[src/rtl/rsid_pkg.sv]
package rsid_pkg;
  localparam int RID_W   = 16;
  localparam int SID_W   = 15;
  localparam int ENTRY_W = 1 + SID_W + RID_W;

  typedef struct packed {
    logic             valid;
    logic [SID_W-1:0] sid;
    logic [RID_W-1:0] rid;
  } rsid_entry_t;

  // Requester ID: bus in the top byte, then device (5 bits), then function (3 bits).
  function automatic logic [RID_W-1:0] make_rid(logic [7:0] bus, logic [4:0] dev,
                                                 logic [2:0] fn);
    return {bus, dev, fn};
  endfunction

  function automatic logic slot_claims(rsid_entry_t e, logic [RID_W-1:0] rid);
    return e.valid && (e.rid == rid);
  endfunction
endpackage

[src/rtl/rsid_entry_store.sv]
module rsid_entry_store
  import rsid_pkg::*;
#(
  parameter int NUM_SLOTS  = 64,
  parameter int IMPL_SLOTS = 40,
  localparam int IDX_W     = $clog2(NUM_SLOTS)
) (
  input  logic                         clk,
  input  logic                         rst_n,
  input  logic                         wr_en,
  input  logic [IDX_W-1:0]             wr_idx,
  input  rsid_entry_t                  wr_data,
  output rsid_entry_t [NUM_SLOTS-1:0]  slots
);
  for (genvar i = 0; i < NUM_SLOTS; i++) begin : g_slot
    if (i < IMPL_SLOTS) begin : g_impl
      rsid_entry_t q;
      always_ff @(posedge clk or negedge rst_n) begin
        if (!rst_n) q <= '0;
        else if (wr_en && (wr_idx == IDX_W'(i))) q <= wr_data;
      end
      assign slots[i] = q;
    end else begin : g_void
      assign slots[i] = '0;
    end
  end
endmodule

[src/rtl/rsid_match.sv]
module rsid_match
  import rsid_pkg::*;
#(
  parameter int NUM_SLOTS = 64
) (
  input  rsid_entry_t [NUM_SLOTS-1:0] slots,
  input  logic [RID_W-1:0]            rid,
  output logic [NUM_SLOTS-1:0]        hit_vec,
  output logic                        hit,
  output logic [SID_W-1:0]            sid
);
  for (genvar i = 0; i < NUM_SLOTS; i++) begin : g_cmp
    assign hit_vec[i] = slot_claims(slots[i], rid);
  end

  // Walk from the top down so that the lowest matching index is written last.
  always_comb begin
    hit = 1'b0;
    sid = '0;
    for (int i = NUM_SLOTS - 1; i >= 0; i--) begin
      if (hit_vec[i]) begin
        hit = 1'b1;
        sid = slots[i].sid;
      end
    end
  end
endmodule

[src/rtl/rsid_map_table.sv]
module rsid_map_table
  import rsid_pkg::*;
#(
  parameter int NUM_SLOTS  = 64,
  parameter int IMPL_SLOTS = 40,
  localparam int IDX_W     = $clog2(NUM_SLOTS)
) (
  input  logic               clk,
  input  logic               rst_n,
  input  logic               reg_wr_en,
  input  logic               reg_rd_en,
  input  logic [IDX_W-1:0]   reg_idx,
  input  logic [ENTRY_W-1:0] reg_wdata,
  output logic               reg_rvalid,
  output logic [ENTRY_W-1:0] reg_rdata,
  input  logic               lk_req,
  input  logic [RID_W-1:0]   lk_rid,
  output logic               lk_done,
  output logic               lk_hit,
  output logic [SID_W-1:0]   lk_sid,
  output logic               map_err
);
  rsid_entry_t [NUM_SLOTS-1:0] slots;
  logic [NUM_SLOTS-1:0]        slot_hit_vec;
  logic                        hit_now;
  logic [SID_W-1:0]            sid_now;
  logic                        miss_now;

  rsid_entry_store #(.NUM_SLOTS(NUM_SLOTS), .IMPL_SLOTS(IMPL_SLOTS)) u_store (
    .clk(clk), .rst_n(rst_n), .wr_en(reg_wr_en), .wr_idx(reg_idx),
    .wr_data(rsid_entry_t'(reg_wdata)), .slots(slots)
  );

  rsid_match #(.NUM_SLOTS(NUM_SLOTS)) u_match (
    .slots(slots), .rid(lk_rid), .hit_vec(slot_hit_vec), .hit(hit_now), .sid(sid_now)
  );

  assign miss_now = lk_req && !hit_now;

  always_ff @(posedge clk or negedge rst_n) begin
    if (!rst_n) begin
      lk_done    <= 1'b0;
      lk_hit     <= 1'b0;
      lk_sid     <= '0;
      map_err    <= 1'b0;
      reg_rvalid <= 1'b0;
      reg_rdata  <= '0;
    end else begin
      lk_done    <= lk_req;
      lk_hit     <= lk_req && hit_now;
      lk_sid     <= (lk_req && hit_now) ? sid_now : '0;
      map_err    <= miss_now;
      reg_rvalid <= reg_rd_en;
      reg_rdata  <= reg_rd_en ? ENTRY_W'(slots[reg_idx]) : '0;
    end
  end
endmodule

[config.mk]
export PLATFORM = sky130hd
export DESIGN_NAME = rsid_map_table
export DESIGN_NICKNAME = d
export VERILOG_FILES = /design/src/rtl/rsid_pkg.sv /design/src/rtl/rsid_entry_store.sv /design/src/rtl/rsid_match.sv /design/src/rtl/rsid_map_table.sv
export SDC_FILE = /design/constraint.sdc
export NUM_CORES = 2
export LEC_CHECK = 0
export BUFFER_PORTS_ARGS = -buffer_cell sky130_fd_sc_hd__buf_2
export CAP_MARGIN = 20
export CORE_MARGIN = 8
export CORE_UTILIZATION = 30
export DETAILED_ROUTE_END_ITERATION = 8
export SYNTH_ARGS = -nofsm -noshare
export SYNTH_HDL_FRONTEND = slang
export SYNTH_SLANG_ARGS = --single-unit
[constraint.sdc]
create_clock -name clk -period 7.8 [get_ports clk]
set_clock_uncertainty 0.1 [all_clocks]
set_input_delay 0.78 -clock clk [delete_from_list [all_inputs] [get_ports clk]]
set_output_delay 0.78 -clock clk [all_outputs]
set_load 0.03 [all_outputs]
=== Yosys cells after proc, flatten, opt, wreduce, memory -nomap -nowiden ===
Cells that the tools add are included.
W data, S select, Z words.

* Memories: 0
* Word-level logic and storage cells: 374
* Latch bits: 0
* Bits of input ports: 59
* Bits in read-only memories: 0
* Output and inout bits: 51
* RAM bits: 0
* Flip-flop bits (word level): 1,331

* Div/mod/pow operators: 0
* Shift-type cells: 0
* Muxes and demuxes: 84
* $mul: 0
* Bitwise operators: 0
* Magnitude comparators: 1
* Equal/unequal tests: 79
* Reduce and logical (&&, ||, !) cells: 84
* Add/subtract/negate cells: 0

{| class="wikitable"
|+ Operators with widths
! kind !! count
|-
| $eq A16 B16 Y1 || 40
|-
| $mux W15 || 41
|-
| $bmux W32 S6 || 1
|-
| $eq A6 B5 Y1 const B || 16
|-
| $logic_and A1 B1 Y1 || 82
|-
| $mux W32 || 2
|-
| $eq A6 B4 Y1 const B || 8
|-
| $eq A6 B6 Y1 const B || 8
|-
| $mux W1 || 40
|-
| $eq A6 B3 Y1 const B || 4
|-
| $eq A6 B2 Y1 const B || 2
|-
| $lt A6 B7 Y1 const B || 1
|-
| $eq A6 B1 Y1 const B || 1
|-
| $logic_not A6 Y1 || 1
|-
| $logic_not A1 Y1 || 1
|}

=== Depth between registers and ports, before layout ===
* Word-level depth: 44
* Mapped depth: 17
* Mapped depth without buffers: 11

=== Hierarchy ===
From an unflattened synthesis, not the netlist that was laid out.

* Cell total of the unflattened synthesis: 8,288
* Area, all modules: 95,066.2 µm²

{| class="wikitable"
|+ Modules (own cells, without submodules)
! module !! seq. area each (µm²) !! area an instance (µm²) !! cells an instance !! instances
|-
| rsid_entry_store || 32,030.7 || 53,871.7 || 3,656 || 1
|-
| rsid_match || 0.0 || 23,060.9 || 3,356 || 1
|-
| rsid_map_table || 1,276.2 || 18,133.6 || 1,276 || 1
|}

=== Least setup slack after synthesis ===
Ideal clock, no wire load.

* Path type: input port to flip-flop
* Start point: in lk_rid[12]
* End point: reg lk_sid[12]
* Library setup time: 0.094 ns
* Arrival time: 3.411 ns
* Required time: 7.606 ns
* Stages: 14
* Path buffers: 3
* Setup slack: 4.196 ns
* Cells stage by stage: buf_2 > buf_2 > buf_2 > xnor2_1 > nand4_1 > nor4_1 > nand3_1 > nand2_2 > a21oi_1 > a21oi_1 > o211ai_1 > a221o_1 > a2111o_1 > a221oi_2

* Word-level cells in the longest chain between the ends: 44
* Elaborated cells on any way between the ends: 162
* Classes of those cells: eq/ne: 40; mux: 81; reduce/logical: 41

{| class="wikitable"
|+ Ends and longest elaborated chain
! item !! RTL line !! text
|-
| start: declaration || rsid_map_table.sv:17 || <nowiki>input logic [RID_W-1:0] lk_rid,</nowiki>
|-
| $eq A16 B16 Y1 || rsid_pkg.sv:19 || <nowiki>return e.valid && (e.rid == rid);</nowiki>
|-
| $logic_and A1 B1 Y1 || rsid_pkg.sv:19 ||
|-
| $mux W1 (40 in series) || rsid_match.sv:21 || <nowiki>if (hit_vec[i]) begin</nowiki>
|-
| $logic_and A1 B1 Y1 || rsid_map_table.sv:51 || <nowiki>lk_sid <= (lk_req && hit_now) ? sid_now : '0;</nowiki>
|-
| $mux W15 (*) || rsid_map_table.sv:51 ||
|-
| end signal: assignment || rsid_map_table.sv:51 ||
|-
| end: declaration || rsid_map_table.sv:20 || <nowiki>output logic [SID_W-1:0] lk_sid,</nowiki>
|}

Every way passes the cells marked *; elsewhere a longest branch is shown, timed or not.
A chain may end at the register's enable or synchronous reset.

=== Final worst setup path ===
* Start point: in lk_rid[15]
* End point: reg lk_sid[1]

The elaborated chain is that of the path after synthesis.

==> metrics.csv <==
stage;metric;value;unit
placed_design;number of port buffers;109;
yosys;sequential area share after synthesis;0.452;
clock_network;clk sinks;1331;
worst_setup_path;R2R depth;11;
yosys;Syn Nets;5766;
floorplanning;core area;0.245;mm²
sta;Fmax;188;MHz
yosys;Ys Warns;0;
worst_setup_path;CP Cell Sequence;buf_2 > buf_4 > xnor2_1 > nand4_1 > nor4_1 > nand2_1 > nand2_1 > o2111ai_1 > o2111ai_1 > a21oi_1 > o311ai_0 > a31oi_1 > o31a_1;
floorplanning;initial core utilization;0.301;
yosys;ys flop type;dfrtp_1;
power;Power per Cell Area;235;mW/mm²
clock_network;CTS H-tree depth;4;
yosys;EDFF count, synth;0;
sta;Slew @ Worst Pin;1200;ps
global_route;met3 Track Usage GR;0.0412;
finish;multi-input logic area;0.0380;mm²
sta;Slew Limit Fails;0;
global_route;GRT Total Usage;0.186;
finish;# nets final;5614;
yosys;Area contributors post-synth;dfrtp_1 (45%), mux2_2 (20%), mux4_2 (12%);
yosys;Mean Syn Cell Area;12.9;µm²
sta;setup TNS;0;ps
floorplanning;Die H;512;µm
finish;Non-Filler Instances;8903;
worst_setup_path;max incr delay on CP;830;ps
yosys;async set or reset register ratio after synthesis;1.00;
global_route;GR Util met1;0.259;
worst_setup_path;CP Depth;13;
floorplanning;die area;0.262;mm²
clock_network;clock tree root driver cell;clkbuf_16;
worst_setup_path;CP max stage cell;nor4_1;
route;vias;50500;
clock_network;Max Root-Sink Buffers;3;
worst_setup_path;CP startpoint kind;primary input;
sta;final hold violations;0;
placed_design;Final GP Congestion;0.925;
finish;FF/Latch Area;0.0333;mm²
global_route;gr busiest metal;met2;
global_route;M2 GR Usage;0.288;
clock_network;TritonCTS Buffers;150;
worst_hold_path;min-delay worst type;in -> reg;
worst_setup_path;worst-path maximum fanout;24;
worst_setup_path;Critical Path Start;lk_rid[15];
run;Max-Cap Viols;0;
placed_design;Post-DP HPWL;169000;µm
route;DR vias/cell;5.67;
global_route;vias in the first global route;51600;
worst_hold_path;hold path start;lk_req;
global_route;maximum number of pins on one net before global-route repair;180;
sta;Hold WS;110;ps
clock_network;Worst-path clk slew;60;ps
worst_setup_path;crit path capture;lk_sid[1];
route;Total Wirelength;251000;µm
yosys;Yosys cell types;74;
finish;Final Util;0.337;
finish;share of cells above drive strength 1;0.396;
yosys;Mapped Area;0.0737;mm²
route;DR pass1 iterations;8;
power;Leakage;0.0359;µW
worst_setup_path;r2r setup slk;2990;ps
clock_network;CTS tree;built;
sta;max_slew headroom;0.199;
floorplanning;IO Count;110;
yosys;Synth top area share;0.452;
route;number of remaining DRC errors;0;
clock_network;latest clock arrival within the worst-skew pair;820;ps
clock_network;setup repair bufs after CTS;0;
outcome;status;finished clean;
route;DRT iter0 DRCs;5387;
global_route;first-pass GRT wire length;370000;µm
sta;Final min period;5330;ps
floorplanning;Cell Rows;182;
global_route;global route total overflow;0;
route;antenna-violating nets left;0;
worst_setup_path;CP Buf/Inv Count;2;
worst_setup_path;Worst setup EP type;flip-flop;
floorplanning;Die X;512;µm
worst_setup_path;class of the most critical setup path;in -> reg;
worst_setup_path;crit path DAT;5910;ps
placed_design;Placed Cells incl. Taps;8616;
sta;Final period util;0.683;
worst_setup_path;critical path data required time;8380;ps
sta;unrepaired setup endpoints after global routing;no;
worst_setup_path;R2R Path Start;u_store.slots[687];
sta;setup violators final;0;
yosys;leading area contributor after synthesis;dfrtp_1;
worst_setup_path;cell family with most CP delay;compound AO/OA/AOI/OAI gates;
yosys;Synth Register Bits;1331;
route;drt wl/cell;28.2;µm
finish;# fillers;23800;
global_route;initial antenna violation count;28;
power;peak supply drop;0.262;mV
yosys;Post-Syn Instances;5707;
worst_setup_path;FF-to-FF End;lk_sid[2];
finish;Area Overhead vs Synth;12.1;%
==> worst register-to-register path: stages, from the launching register on <==
cell and delay, ps:
dfrtp_1 400, xnor2_1 560, nand3_1 170, nor4_1 480
nand3_1 410, buf_4 360, inv_1 490, or4_1 240
nor4_1 90, nand2b_1 630, a2111oi_0 590, o31a_1 230
==> cells in the mapped netlist, types with 76 or more instances <==
cell type  number
mux4_2        384
dfrtp_1      1331
nand4_1       102
xnor2_1       483
buf_1         139
o21ai_0        76
nor2_1        233
mux2i_1       134
nand2_1       170
a21oi_1       113
clkbuf_1      307
nor4_1         87
xor2_1        157
mux2_2       1301
==> metal layers <==
layer	wire [µm]	part of all wire	up-vias
li1	-	-	20800
met1	108000	0.43	27100
met2	114000	0.45	2217
met4	8150	0.032	16
met5	106	0.00042	-
met3	20500	0.082	413
==> per-stage QoR <==
stage          total power, µW  setup WS (ps)  instance area [µm²]
2_1_floorplan            10700           4200                73700
3_3_place_gp             11800           1540                77300
3_5_place_dp             11900           1500                77300
4_1_cts                  19500           2350                82600
5_1_grt                  20100           2460                82600
6_report                 19400           2470                82600
==> logic make-up (layout without fill, tap and decap cells) <==
logic type | after synthesis | after routing | share of synthesized area
compound gates | 509 | 509 | 0.0474
xor+xnor | 640 | 640 | 0.0760
buf+inv | 597 | 565 | 0.0350
flops | 1331 | 1331 | 0.452
mux | 1819 | 1819 | 0.334
other cells | 0 | 8 | 0
simple gates | 811 | 811 | 0.0555
==> final cells by class <==
class                   instances  area share
diodes                          8    0.000242
clock inverters                57     0.00911
repair buffers                255      0.0227
flip-flops and latches       1331       0.403
multi-input cells            3779       0.460
well taps                    3220      0.0488
inverters                      38     0.00173
clock buffers                 215      0.0541
==> how the worst min path moves through the flow <==
stage	slack, ps	depth (start not counted)	end
after detailed placement	410	1	u_store.slots[732]
after global routing	80	1	lk_done
after floorplan	380	0	lk_done
after global placement	400	1	u_store.slots[605]
final	110	1	lk_done
after CTS	80	1	lk_done
==> flip-flops by register name, indices dropped and copies added (netlist names) <==
| signal | flops |
|---|---|
| lk_sid | 15 |
| u_store.slots | 1280 |
| reg_rvalid | 1 |
| map_err | 1 |
| lk_done | 1 |
| lk_hit | 1 |
| reg_rdata | 32 |
==> cell usage in the layout (no fill, tap or decap), drive strengths merged, types with 27 or more instances in the layout <==
master,Yosys,routed
o2111ai,38,38
dfrtp,1331,1331
nand2,171,171
nor2,235,235
nor4,98,98
clkinv,0,30
a31oi,27,27
inv,38,43
and2,41,41
mux2,1301,1301
and3,39,39
nor3,41,41
o21ai,83,83
a21oi,113,113
nand4,103,103
xnor2,483,483
mux2i,134,134
clkbuf,307,215
a22oi,40,40
mux4,384,384
o22ai,48,48
xor2,157,157
nand3,44,44
buf,252,254
==> power by group <==
group / switching, µW / internal, µW
Combinational: 1520 / 1640
Clock: 3060 / 4490
Sequential: 879 / 7810
==> what timing repair did <==
| item | CTS | global route |
|---|---|---|
| gates resized for setup | 0 | 0 |
| hold buffers | 1 | 0 |
| endpoints found under the hold margin | 97 | 0 |
Power figures use the tool's default switching activity.
